## config.mk

```make
export PLATFORM = sky130hd
export DESIGN_NAME = replay_issue_queue
export DESIGN_NICKNAME = d
export VERILOG_FILES = /design/src/rtl/riq_pkg.sv /design/src/rtl/riq_store.sv /design/src/rtl/riq_ptrs.sv /design/src/rtl/riq_pacer.sv /design/src/rtl/replay_issue_queue.sv
export SDC_FILE = /design/constraint.sdc
export NUM_CORES = 1
export LEC_CHECK = 0
export ABC_CLOCK_PERIOD_IN_PS = 3600
export BUFFER_PORTS_ARGS = -buffer_cell sky130_fd_sc_hd__buf_4
export CAP_MARGIN = 20
export CELL_PAD_IN_SITES_DETAIL_PLACEMENT = 1
export CELL_PAD_IN_SITES_GLOBAL_PLACEMENT = 1
export CORE_MARGIN = 2
export CORE_UTILIZATION = 52
export DETAILED_ROUTE_END_ITERATION = 12
export GPL_TIMING_DRIVEN = 1
export HOLD_SLACK_MARGIN = 0.12
export PLACE_DENSITY = 0.77
export SETUP_SLACK_MARGIN = 0.02
export SYNTH_ARGS = -nofsm -noshare
export SYNTH_HDL_FRONTEND = slang
export SYNTH_SLANG_ARGS = --single-unit
```

## constraint.sdc

```tcl
create_clock -name clk -period 3.6 [get_ports clk]
set_input_delay 0.54 -clock clk [delete_from_list [all_inputs] [get_ports clk]]
set_output_delay 0.54 -clock clk [all_outputs]
set_load 0.02 [all_outputs]
```

## src/rtl/riq_pkg.sv

```systemverilog
package riq_pkg;

  // Effective issue spacing for a latency setting: zero behaves as one.
  function automatic int unsigned pace_gap(input int unsigned lat);
    return (lat == 0) ? 1 : lat;
  endfunction

  // Value loaded into the countdown on issue so that the next issue is
  // allowed exactly pace_gap cycles later.
  function automatic int unsigned pace_load(input int unsigned lat);
    return pace_gap(lat) - 1;
  endfunction

endpackage

```

## src/rtl/riq_store.sv

```systemverilog
module riq_store #(
  parameter int DEPTH = 8,
  parameter int W     = 20,
  localparam int IDX_W = $clog2(DEPTH)
) (
  input  logic             clk,
  input  logic             wr_en,
  input  logic [IDX_W-1:0] wr_idx,
  input  logic [W-1:0]     wr_word,
  input  logic [IDX_W-1:0] rd_idx,
  output logic [W-1:0]     rd_word
);

  // Each slot is written once on push and read in place on every (re)issue.
  logic [W-1:0] slots [DEPTH];

  always_ff @(posedge clk) begin
    if (wr_en) slots[wr_idx] <= wr_word;
  end

  assign rd_word = slots[rd_idx];

endmodule

```

## src/rtl/riq_ptrs.sv

```systemverilog
module riq_ptrs #(
  parameter int DEPTH = 8,
  localparam int IDX_W = $clog2(DEPTH),
  localparam int PTR_W = IDX_W + 1
) (
  input  logic             clk,
  input  logic             rst_n,
  input  logic             push,
  input  logic             issue,
  input  logic             done,
  input  logic             replay,
  output logic [IDX_W-1:0] wr_idx,
  output logic [IDX_W-1:0] rd_idx,
  output logic             full,
  output logic             pending,
  output logic             retire
);

  logic [PTR_W-1:0] wr_ptr, rd_ptr, sav_ptr;
  logic [PTR_W-1:0] wr_nxt, rd_nxt, sav_nxt;
  logic             outstanding;

  function automatic logic [PTR_W-1:0] span(input logic [PTR_W-1:0] head,
                                            input logic [PTR_W-1:0] tail);
    return head - tail;
  endfunction

  assign full        = (span(wr_ptr, sav_ptr) == PTR_W'(DEPTH));
  assign pending     = (rd_ptr != wr_ptr);
  assign outstanding = (rd_ptr != sav_ptr);
  assign retire      = done && outstanding;

  assign wr_nxt  = wr_ptr + PTR_W'(push);
  assign sav_nxt = sav_ptr + PTR_W'(retire);
  assign rd_nxt  = replay ? sav_nxt : (rd_ptr + PTR_W'(issue));

  always_ff @(posedge clk or negedge rst_n) begin
    if (!rst_n) begin
      wr_ptr  <= '0;
      rd_ptr  <= '0;
      sav_ptr <= '0;
    end else begin
      wr_ptr  <= wr_nxt;
      rd_ptr  <= rd_nxt;
      sav_ptr <= sav_nxt;
    end
  end

  assign wr_idx = wr_ptr[IDX_W-1:0];
  assign rd_idx = rd_ptr[IDX_W-1:0];

  p_no_overflow_r2: assert property (@(posedge clk) disable iff (!rst_n)
    push |-> (span(wr_ptr, sav_ptr) < PTR_W'(DEPTH)));

  p_issue_has_work_r9: assert property (@(posedge clk) disable iff (!rst_n)
    issue |-> (span(wr_ptr, rd_ptr) != '0));

  p_replay_rewind_r6: assert property (@(posedge clk) disable iff (!rst_n)
    replay |=> (rd_ptr == sav_ptr));

  p_retire_bound_r7: assert property (@(posedge clk) disable iff (!rst_n)
    span(rd_ptr, sav_ptr) <= span(wr_ptr, sav_ptr));

endmodule

```

## src/rtl/riq_pacer.sv

```systemverilog
module riq_pacer #(
  parameter int LAT_W = 4
) (
  input  logic             clk,
  input  logic             rst_n,
  input  logic             issue,
  input  logic             replay,
  input  logic             hold,
  input  logic [LAT_W-1:0] lat,
  output logic             ready
);

  logic [LAT_W-1:0] cnt;
  logic [LAT_W-1:0] load_val;

  assign load_val = LAT_W'(riq_pkg::pace_load(32'(lat)));
  assign ready    = (cnt == '0);

  always_ff @(posedge clk or negedge rst_n) begin
    if (!rst_n) begin
      cnt <= '0;
    end else if (issue) begin
      cnt <= load_val;
    end else if (replay) begin
      cnt <= '0;
    end else if (!ready && !hold) begin
      cnt <= cnt - LAT_W'(1);
    end
  end

  p_quiet_after_issue_r4: assert property (@(posedge clk) disable iff (!rst_n)
    (issue && (lat > LAT_W'(1))) |=> !ready);

  p_hold_freezes_r5: assert property (@(posedge clk) disable iff (!rst_n)
    (!ready && hold && !issue && !replay) |=> (cnt == $past(cnt)));

  p_replay_clears_r6: assert property (@(posedge clk) disable iff (!rst_n)
    (replay && !issue) |=> ready);

endmodule

```

## src/rtl/replay_issue_queue.sv

```systemverilog
module replay_issue_queue #(
  parameter int DEPTH  = 8,
  parameter int ID_W   = 4,
  parameter int DATA_W = 16,
  parameter int LAT_W  = 4,
  localparam int IDX_W = $clog2(DEPTH),
  localparam int WORD_W = ID_W + DATA_W
) (
  input  logic              clk,
  input  logic              rst_n,
  input  logic              in_valid,
  input  logic [ID_W-1:0]   in_id,
  input  logic [DATA_W-1:0] in_data,
  output logic              in_accept,
  input  logic [LAT_W-1:0]  lat_cfg,
  input  logic              ecc_hold,
  output logic              iss_valid,
  output logic [ID_W-1:0]   iss_id,
  output logic [DATA_W-1:0] iss_data,
  input  logic              exec_done,
  input  logic              exec_replay
);

  // Named internal events
  logic             push_ev;
  logic             issue_ev;
  logic             retire_ev;
  logic             q_full;
  logic             q_pending;
  logic             pace_ready;
  logic [IDX_W-1:0] wr_idx, rd_idx;
  logic [WORD_W-1:0] rd_word;

  assign in_accept = !q_full;
  assign push_ev   = in_valid && in_accept;
  assign issue_ev  = q_pending && pace_ready && !exec_replay;
  assign iss_valid = issue_ev;
  assign iss_id    = rd_word[WORD_W-1 -: ID_W];
  assign iss_data  = rd_word[DATA_W-1:0];

  riq_ptrs #(.DEPTH(DEPTH)) u_ptrs (
    .clk     (clk),
    .rst_n   (rst_n),
    .push    (push_ev),
    .issue   (issue_ev),
    .done    (exec_done),
    .replay  (exec_replay),
    .wr_idx  (wr_idx),
    .rd_idx  (rd_idx),
    .full    (q_full),
    .pending (q_pending),
    .retire  (retire_ev)
  );

  riq_store #(.DEPTH(DEPTH), .W(WORD_W)) u_store (
    .clk     (clk),
    .wr_en   (push_ev),
    .wr_idx  (wr_idx),
    .wr_word ({in_id, in_data}),
    .rd_idx  (rd_idx),
    .rd_word (rd_word)
  );

  riq_pacer #(.LAT_W(LAT_W)) u_pacer (
    .clk    (clk),
    .rst_n  (rst_n),
    .issue  (issue_ev),
    .replay (exec_replay),
    .hold   (ecc_hold),
    .lat    (lat_cfg),
    .ready  (pace_ready)
  );

  p_silent_on_replay_r6: assert property (@(posedge clk) disable iff (!rst_n)
    exec_replay |-> !iss_valid);

  p_refuse_when_full_r2: assert property (@(posedge clk) disable iff (!rst_n)
    (!in_accept && !retire_ev) |=> !in_accept);

endmodule

```

# After elaboration in Yosys (flattened, before gate mapping)
# Memory sizes are Yosys's and may differ from the RTL's.
# Cells that the tools add are included.
# totals
ff_bits	16
mem_bits_rw	160
input_bits	30
out_inout_bits	22
wordCells	33
memories	1
# classes
addsub	6
eq_ne	3
n_mux	7
reduce_logical	12
# memory_table
name	words	word_bits	rd	rd_ports_with_merged_regs	write_ports	line_no	text
u_store.slots	8	20	1	0	1	riq_store.sv:15	logic [W-1:0] slots [DEPTH];
# ops
operator	count
$mux 4	5
$add 4x1->4	3
$logic_not 4->1	2
$ne 4x4->1	2
$sub 4x1->4 const B	2
$logic_and 1x1->1	5
$eq 4x4->1 const B	1
$logic_not 1->1	4
$sub 4x4->4	1
$reduce_bool 3->1	1
$mux 1	2

# Longest topological paths before layout
# Gate-level depths: netlist (run 1).
# logic_depth
word_depth	6
depth_mapped	11
depth_no_buf	9

# Hierarchy
# Synthesis (run 1) repeated with hierarchy kept, for this count alone.
# unflattened
cells_unflattened	350
area_unflattened_um2	7279.5
# by_module_without_submodules
module	n_inst	cells_per_inst	area_per_inst_um2	seq_area_each_um2
riq_store	1	244	6212.2	4804.6
riq_ptrs	1	64	723.2	300.3
riq_pacer	1	39	325.3	100.1
replay_issue_queue	1	3	18.8	0.0

# Least setup slack after synthesis (run 1)
# OpenSTA, ideal clock, no wires.
# synth_path
path_type	register to register
start	register u_ptrs.sav_ptr[1]
end	memory u_store.slots[0][0] (enable)
setup_ps	409
t_arrival_ps	2585
required_ps	3191
slack_ps	605
stages_incl_launch_ff	8
path_buffers	1
period_less_slack_ps	2995
path_cell_list	dfrtp_1 -> inv_1 -> ha_1 -> nor2b_1 -> o21a_1 -> or3_1 -> buf_2 -> a31oi_1
# synth_between
elab_chain_cells	6
# synth_lines
item	line_no	text
start, declared	riq_ptrs.sv:19	logic [PTR_W-1:0] wr_ptr, rd_ptr, sav_ptr;
start signal, assigned	riq_ptrs.sv:45	sav_ptr <= sav_nxt;
$sub 4x4->4	riq_ptrs.sv:25	return head - tail;
$eq 4x4->1	riq_ptrs.sv:28	assign full = (span(wr_ptr, sav_ptr) == PTR_W'(DEPTH));
$logic_not 1->1	replay_issue_queue.sv:34	assign in_accept = !q_full;
$logic_and 1x1->1	replay_issue_queue.sv:35	assign push_ev = in_valid && in_accept;
$mux 1	riq_store.sv:18	if (wr_en) slots[wr_idx] <= wr_word;
$mux 1 (not written as such)	riq_store.sv:18	
end, declared	riq_store.sv:15	
# No other way between the ends.

# Worst setup path in the final report (run 1)
# layout_path
start	register u_ptrs.wr_ptr[1]
end	output in_accept
# layout_between
elab_chain_cells	3
# layout_lines
item	line_no	text
start, declared	riq_ptrs.sv:19	
start signal, assigned	riq_ptrs.sv:43	wr_ptr <= wr_nxt;
$sub 4x4->4	riq_ptrs.sv:25	
$eq 4x4->1	riq_ptrs.sv:28	
$logic_not 1->1	replay_issue_queue.sv:34	
end, declared	replay_issue_queue.sv:14	output logic in_accept,
# No other way between the ends.

==> key figures, run 1 <==
Status
  – Outcome: complete, no violations

Synth
  – Synth Flop Type: edfxtp_1
  – Yosys cell types: 39
  – Synth Area per Inst: 20.86 um^2
  – Flops & latches, synth: 176
  – FFs w/ async S/R, synth: 9.091%
  – Netlist Area Pre-Place: 7301 um^2
  – Syn_nets: 391
  – EDFF count, synth: 160
  – Cells after Synth: 350
  – Sequential share of the synthesized area: 71.29%
  – Syn. warnings: 0

Clocking
  – CTS tree: built
  – Clock Pin Slew Worst Setup and Hold Paths: 0.07 ns
  – Clock root buffer: clkbuf_16
  – Post-CTS setup buffers: 0
  – Post-cts resize count: 0
  – Worst skew pair latency: 0.43 ns
  – CTS max path bufs: 2
  – CTS Buf Count: 17
  – CTS H-tree lvls: 4
  – CTS Sinks: 176
  – CTS hold repair buffers: 1

Floorplan
  – Die footprint: 15,000 um^2
  – Core area: 13,770 um^2
  – # IOs: 52
  – Initial Utilization: 53.01%
  – Die width: 122.5 um
  – Row count: 43
  – Die height: 122.5 um

Pwr
  – Sw Ratio: 33.56%
  – VDD IR max: 0.3931 mV
  – Sequential share of power: 39.0%
  – Power per Cell Area: 864.0 nW/um^2
  – NetSw: 2.484 mW
  – Part of the power in the clock network: 25.3%
  – Leakage power: 3.046 nW
  – Int Pwr: 4.916 mW
  – Power share of the combinational group: 35.7%

Timing
  – Clock Skew: 0.007411 ns
  – Final Hold Viols: 0
  – Final Setup Violations: 0
  – Tmin final: 3.108 ns
  – TNS Setup: 0 ns
  – Slew at the pin closest to its max-slew limit: 0.5530 ns
  – Worst setup margin: 0.4918 ns
  – Max Freq: 0.3217 GHz
  – Pins over their slew limit: 0
  – Fin crit share: 86.34%
  – Relative slew slack: 63.14%
  – RSZ-0062 raised after global routing: false

Critical path
  – Critical Path, Cell by Cell: ha_1, nor2b_1, o21a_1, or3_1, nand3_1, buf_4
  – CP Class: reg -> out
  – Crit Path Max Fanout: 11
  – Crit. Startpoint: u_ptrs.wr_ptr[1]$_DFF_PN0_
  – Max incr delay on CP: 0.59 ns
  – CP Capture Type: output pin
  – CP required: 3.06 ns
  – Crit-path slowest cell: or3_1
  – CP arrival: 2.57 ns
  – R2r startpoint: u_ptrs.wr_ptr[1]$_DFF_PN0_
  – Critical path launch point type: register

GRT
  – Vias in the first global route: 3,829
  – Pin count of the biggest net entering global routing: 37
  – Grt ovf: 0
  – GRT Overall Usage: 21.10%
  – Antenna violations before repair: 0
  – First-pass GRT wire length: 22,330 um

Routing
  – Vias: 3,573
  – Routed Antenna Nets: 0
  – Drt first-iter violations: 240
  – Residual DRC: 0
  – Final WL: 14,410 um
  – Vias per std cell: 5.877
  – DR pass1 iterations: 6
  – Routed len/inst: 23.70 um

Finish
  – Most frequent cells in the layout: edfxtp_1 (160), buf_4 (63), mux4_1 (39)
  – Most common cell after layout, fill and taps aside: edfxtp_1
  – Post-Layout Cell Count: 608
  – Design Area, Final: 8564 um^2
  – Ant. Diodes: 0
  – Area Growth Syn to Fin: 17.31%
  – Share of cells above drive strength 1: 29.91%
  – Nets: 456

Hold path
  – Min-delay src: in_id[2]
  – Worst hold path class: in -> reg

Placement
  – RePlAce Congestion: 0.6822
  – Cell Area, Placed: 7954 um^2
  – Placed cells: 575
  – Placed wire-length estimate: 8716 um
  – DP Worst Slack: 0.8446 ns
  – Port bufs: 51

Flow run
  – Max_cap viols: 0
==> registers in the layout, summed over array words and instances, names as in the netlist <==
| signal | cells |
|---|---|
| u_pacer.cnt | 4 |
| u_ptrs.rd_ptr | 4 |
| u_ptrs.sav_ptr | 4 |
| u_ptrs.wr_ptr | 4 |
| u_store.slots | 160 |
==> final timing paths <==
kind	to	cells after the start	slack, ns
worst min-delay path	u_store.slots[1][18]$_DFFE_PP_	1	0.34
worst max-delay path	in_accept	6	0.49
min in group asynchronous	u_pacer.cnt[1]$_DFFE_PN0P_	2	0.51
max in group asynchronous	u_ptrs.rd_ptr[0]$_DFF_PN0_	2	2.88
worst min register to register	u_ptrs.wr_ptr[3]$_DFF_PN0_	1	0.56
worst max register to register	u_store.slots[4][13]$_DFFE_PP_	6	0.79
==> metal layers <==
layer  global-route usage, %  part of all wire [%]
met1                   27.94                    44
met2                   34.76                    51
met3                   5.158                   3.8
met4                   6.753                   1.3
met5                       0                     0
==> power groups by stage <==
stage | logic [mW] | registers (mW) | clock network [mW]
final | 2.64 | 2.89 | 1.87
after global routing | 2.86 | 2.93 | 1.98
after CTS | 2.69 | 2.89 | 1.91
after detailed placement | 2.67 | 2.93 | 0
after global placement | 2.58 | 2.90 | 0
after floorplan | 1.89 | 2.78 | 0
==> critical path, delay by kind of cell (launching register included) <==
kind                     cells  cell delay, ns
buffers and inverters        1            0.16
AND/OR/NAND/NOR              3            0.92
adder cells (fa/ha/maj)      1            0.32
flip-flops                   1            0.57
AO/OA/AOI/OAI                1            0.17
==> metrics by stage <==
stage | hold slack, ns | util (%) | total power, mW
after detailed placement | 0.4207 | 57.75 | 5.602
after global placement | 0.4139 | 57.75 | 5.478
after global routing | 0.3346 | 62.18 | 7.767
final | 0.3409 | 62.18 | 7.400
after CTS | 0.3209 | 62.18 | 7.491
after floorplan | 0.2444 | - | 4.669
==> cell usage after synthesis (all sizes together), types with 3 or more instances <==
cell type,count,area (um^2)
a31oi,9,56.30
buf,12,90.08
clkbuf,7,26.28
dfrtp,16,400.4
edfxtp,160,4805
ha,11,137.6
inv,7,26.28
mux2,22,247.7
mux4,40,1047
nand2,3,11.26
nand3,6,30.03
nor2,4,15.01
nor3,4,20.02
o21ai,3,15.01
xnor2,9,78.83
xor2,9,78.83
==> logic make-up (layout without fill, tap and decap cells) <==
logic type	after synthesis	in the layout	share of synthesized area, %
xor gates and xnor gates	18	18	2.160
AOI/OAI and AO/OA	22	22	2.142
and+or+nand+nor	34	34	2.691
adders and majority gates	11	11	1.885
buffers and inverters	26	104	1.954
muxes	63	63	17.87
DFF	176	176	71.29
==> final cells by class <==
class | instances | area, um^2
fill | 1189 | 5209
sequential | 176 | 5206
multi-input combinational | 148 | 2003
timing repair buffer | 65 | 503.0
clock buffer | 18 | 429.2
tap | 180 | 225.2
clock inverter | 14 | 171.4
inverter | 7 | 26.28
Power figures use the tool's default switching activity.
==> inputs of run 2 (changes only) <==
Settings changed: REMOVE_ABC_BUFFERS from default to 1.
==> run 2 against run 1 <==
Against the previous run:
- largest cell class unchanged
- die area stayed put
- power is 1.1% lower
- register-to-register slack better by 0.05 ns
==> key figures, run 2 (synthesis gave the netlist of run 1 again) <==
Critical path
  – CP required: 3.06 ns
  – R2r startpoint: u_ptrs.wr_ptr[1]$_DFF_PN0_
  – CP Capture Type: output pin
  – R2R Setup Slk: 0.84 ns
  – FF-to-FF path depth: 6
  – Critical path launch point type: register
  – CP arrival: 2.58 ns
  – Crit Reg-Reg Endpoint: u_store.slots[2][0]$_DFFE_PP_
  – CP Class: reg -> out
  – Crit Path Max Fanout: 24

Floorplan
  – Core area: 13,770 um^2
  – Row count: 43
  – # IOs: 52
  – Die height: 122.5 um
  – Initial Utilization: 53.01%
  – Die footprint: 15,000 um^2
  – Die width: 122.5 um

Pwr
  – Power per Cell Area: 857.6 nW/um^2
  – Int Pwr: 4.959 mW
  – Sequential share of power: 39.6%
  – Leakage power: 3.022 nW
  – Power share of the combinational group: 36.2%
  – Sw Ratio: 32.21%
  – VDD IR max: 0.4274 mV
  – NetSw: 2.357 mW
  – Part of the power in the clock network: 24.1%

GRT
  – First-pass GRT wire length: 22,550 um
  – Antenna violations before repair: 0
  – Pin count of the biggest net entering global routing: 25
  – GRT Overall Usage: 21.54%
  – Vias in the first global route: 3,917
  – Grt ovf: 0

Clocking
  – CTS Buf Count: 17
  – CTS H-tree lvls: 4
  – Post-CTS setup buffers: 0
  – CTS hold repair buffers: 1
  – CTS max path bufs: 2
  – Post-cts resize count: 0
  – Clock root buffer: clkbuf_16
  – Clock Pin Slew Worst Setup and Hold Paths: 0.06 ns
  – CTS Sinks: 176
  – Worst skew pair latency: 0.42 ns
  – CTS tree: built

Hold path
  – Hold path cells: 1
  – Min-delay src: in_data[6]
  – Worst hold path class: in -> reg
  – WHS Endpoint: u_store.slots[7][6]$_DFFE_PP_

Timing
  – Fin crit share: 86.54%
  – Tmin final: 3.116 ns
  – TNS Setup: 0 ns
  – Worst setup margin: 0.4845 ns
  – Slew at the pin closest to its max-slew limit: 0.6475 ns
  – RSZ-0062 raised after global routing: false
  – Final Setup Violations: 0
  – Relative slew slack: 56.83%
  – Max Freq: 0.3210 GHz
  – Pins over their slew limit: 0
  – Final Hold Viols: 0
  – Clock Skew: 0.006783 ns

Status
  – Outcome: complete, no violations

Placement
  – Placed wire-length estimate: 9153 um
  – Port bufs: 51
  – RePlAce Congestion: 0.7574
  – Placed cells: 576
  – DP Worst Slack: 0.8875 ns
  – Cell Area, Placed: 7961 um^2

Finish
  – Ant. Diodes: 0
  – Top reg by flops: u_store.slots
  – Most common cell after layout, fill and taps aside: edfxtp_1
  – Share of cells above drive strength 1: 28.17%
  – Area Growth Syn to Fin: 16.83%
  – Most frequent cells in the layout: edfxtp_1 (160), buf_4 (64), mux4_1 (39)
  – Fillcell total: 1,159
  – Max reg flops: 160
  – Post-Layout Cell Count: 606
  – Design Area, Final: 8529 um^2
  – Nets: 457

Flow run
  – Max_cap viols: 0

Routing
  – Residual DRC: 0
  – Drt first-iter violations: 168
  – Routed len/inst: 24.50 um
  – Final WL: 14,850 um
  – Vias per std cell: 5.932
  – Routed Antenna Nets: 0
  – Vias: 3,595
  – DR pass1 iterations: 4
## run 2: cell types whose count changed in the layout (fill, tap and decap cells not counted), moves of 2 or more
cell | before | now
inv_6 | 4 | 1
clkbuf_1 | 1 | 6
clkinv_2 | 2 | 0
inv_8 | 3 | 0
## run 2: cell type report
cell class | count | area, um^2 | area share [%]
inverter | 7 | 26.28 | 0.3081
tap | 180 | 225.2 | 2.640
clock buffer | 23 | 447.9 | 5.252
clock inverter | 6 | 110.1 | 1.291
timing repair buffer | 66 | 510.5 | 5.985
multi-input combinational | 148 | 2003 | 23.49
sequential | 176 | 5206 | 61.04
## run 2: power groups by stage
stage               registers (mW)  logic, mW  clock network, mW
floorplan                     2.97       1.58                  0
global placement              2.89       2.59                  0
detailed placement            2.94       2.67                  0
CTS                           2.90       2.70               1.80
global route                  2.94       2.86               1.86
finish                        2.90       2.65               1.77
## run 2: worst max-delay path by stage
stage,slack [ns],from,depth (start not counted),endpoint
floorplan,0.48,u_ptrs.rd_ptr[0]$_DFF_PN0_,6,u_ptrs.rd_ptr[1]$_DFF_PN0_
global placement,0.95,u_ptrs.rd_ptr[0]$_DFF_PN0_,4,iss_data[14]
detailed placement,0.89,u_ptrs.wr_ptr[1]$_DFF_PN0_,6,u_store.slots[2][16]$_DFFE_PP_
CTS,0.45,u_ptrs.rd_ptr[0]$_DFF_PN0_,4,iss_data[14]
global route,0.41,u_ptrs.rd_ptr[0]$_DFF_PN0_,4,iss_data[7]
finish,0.48,u_ptrs.rd_ptr[0]$_DFF_PN0_,4,iss_data[14]
## run 2: worst max-delay path, cell delays in order, from the launching register on
cell and delay, ns:
dfrtp_2 0.78, buf_12 0.29, mux4_1 0.59, mux2_2 0.31, buf_4 0.16
## run 2: through the flow
step	util (%)	power [mW]	hold WS [ns]
final	61.93	7.315	0.3556
after global routing	61.93	7.664	0.3428
after CTS	61.93	7.397	0.3387
after detailed placement	57.80	5.602	0.4146
after global placement	57.80	5.485	0.4180
after floorplan	-	4.555	0.2444
## run 2: metal layers
metal	vias up	GRT usage, %	share of wire, %
met4	0	7.471	1.5
met3	19	3.950	3.1
met1	1886	26.67	41
met2	88	38.23	54
met5	-	0	0
li1	1602	-	-
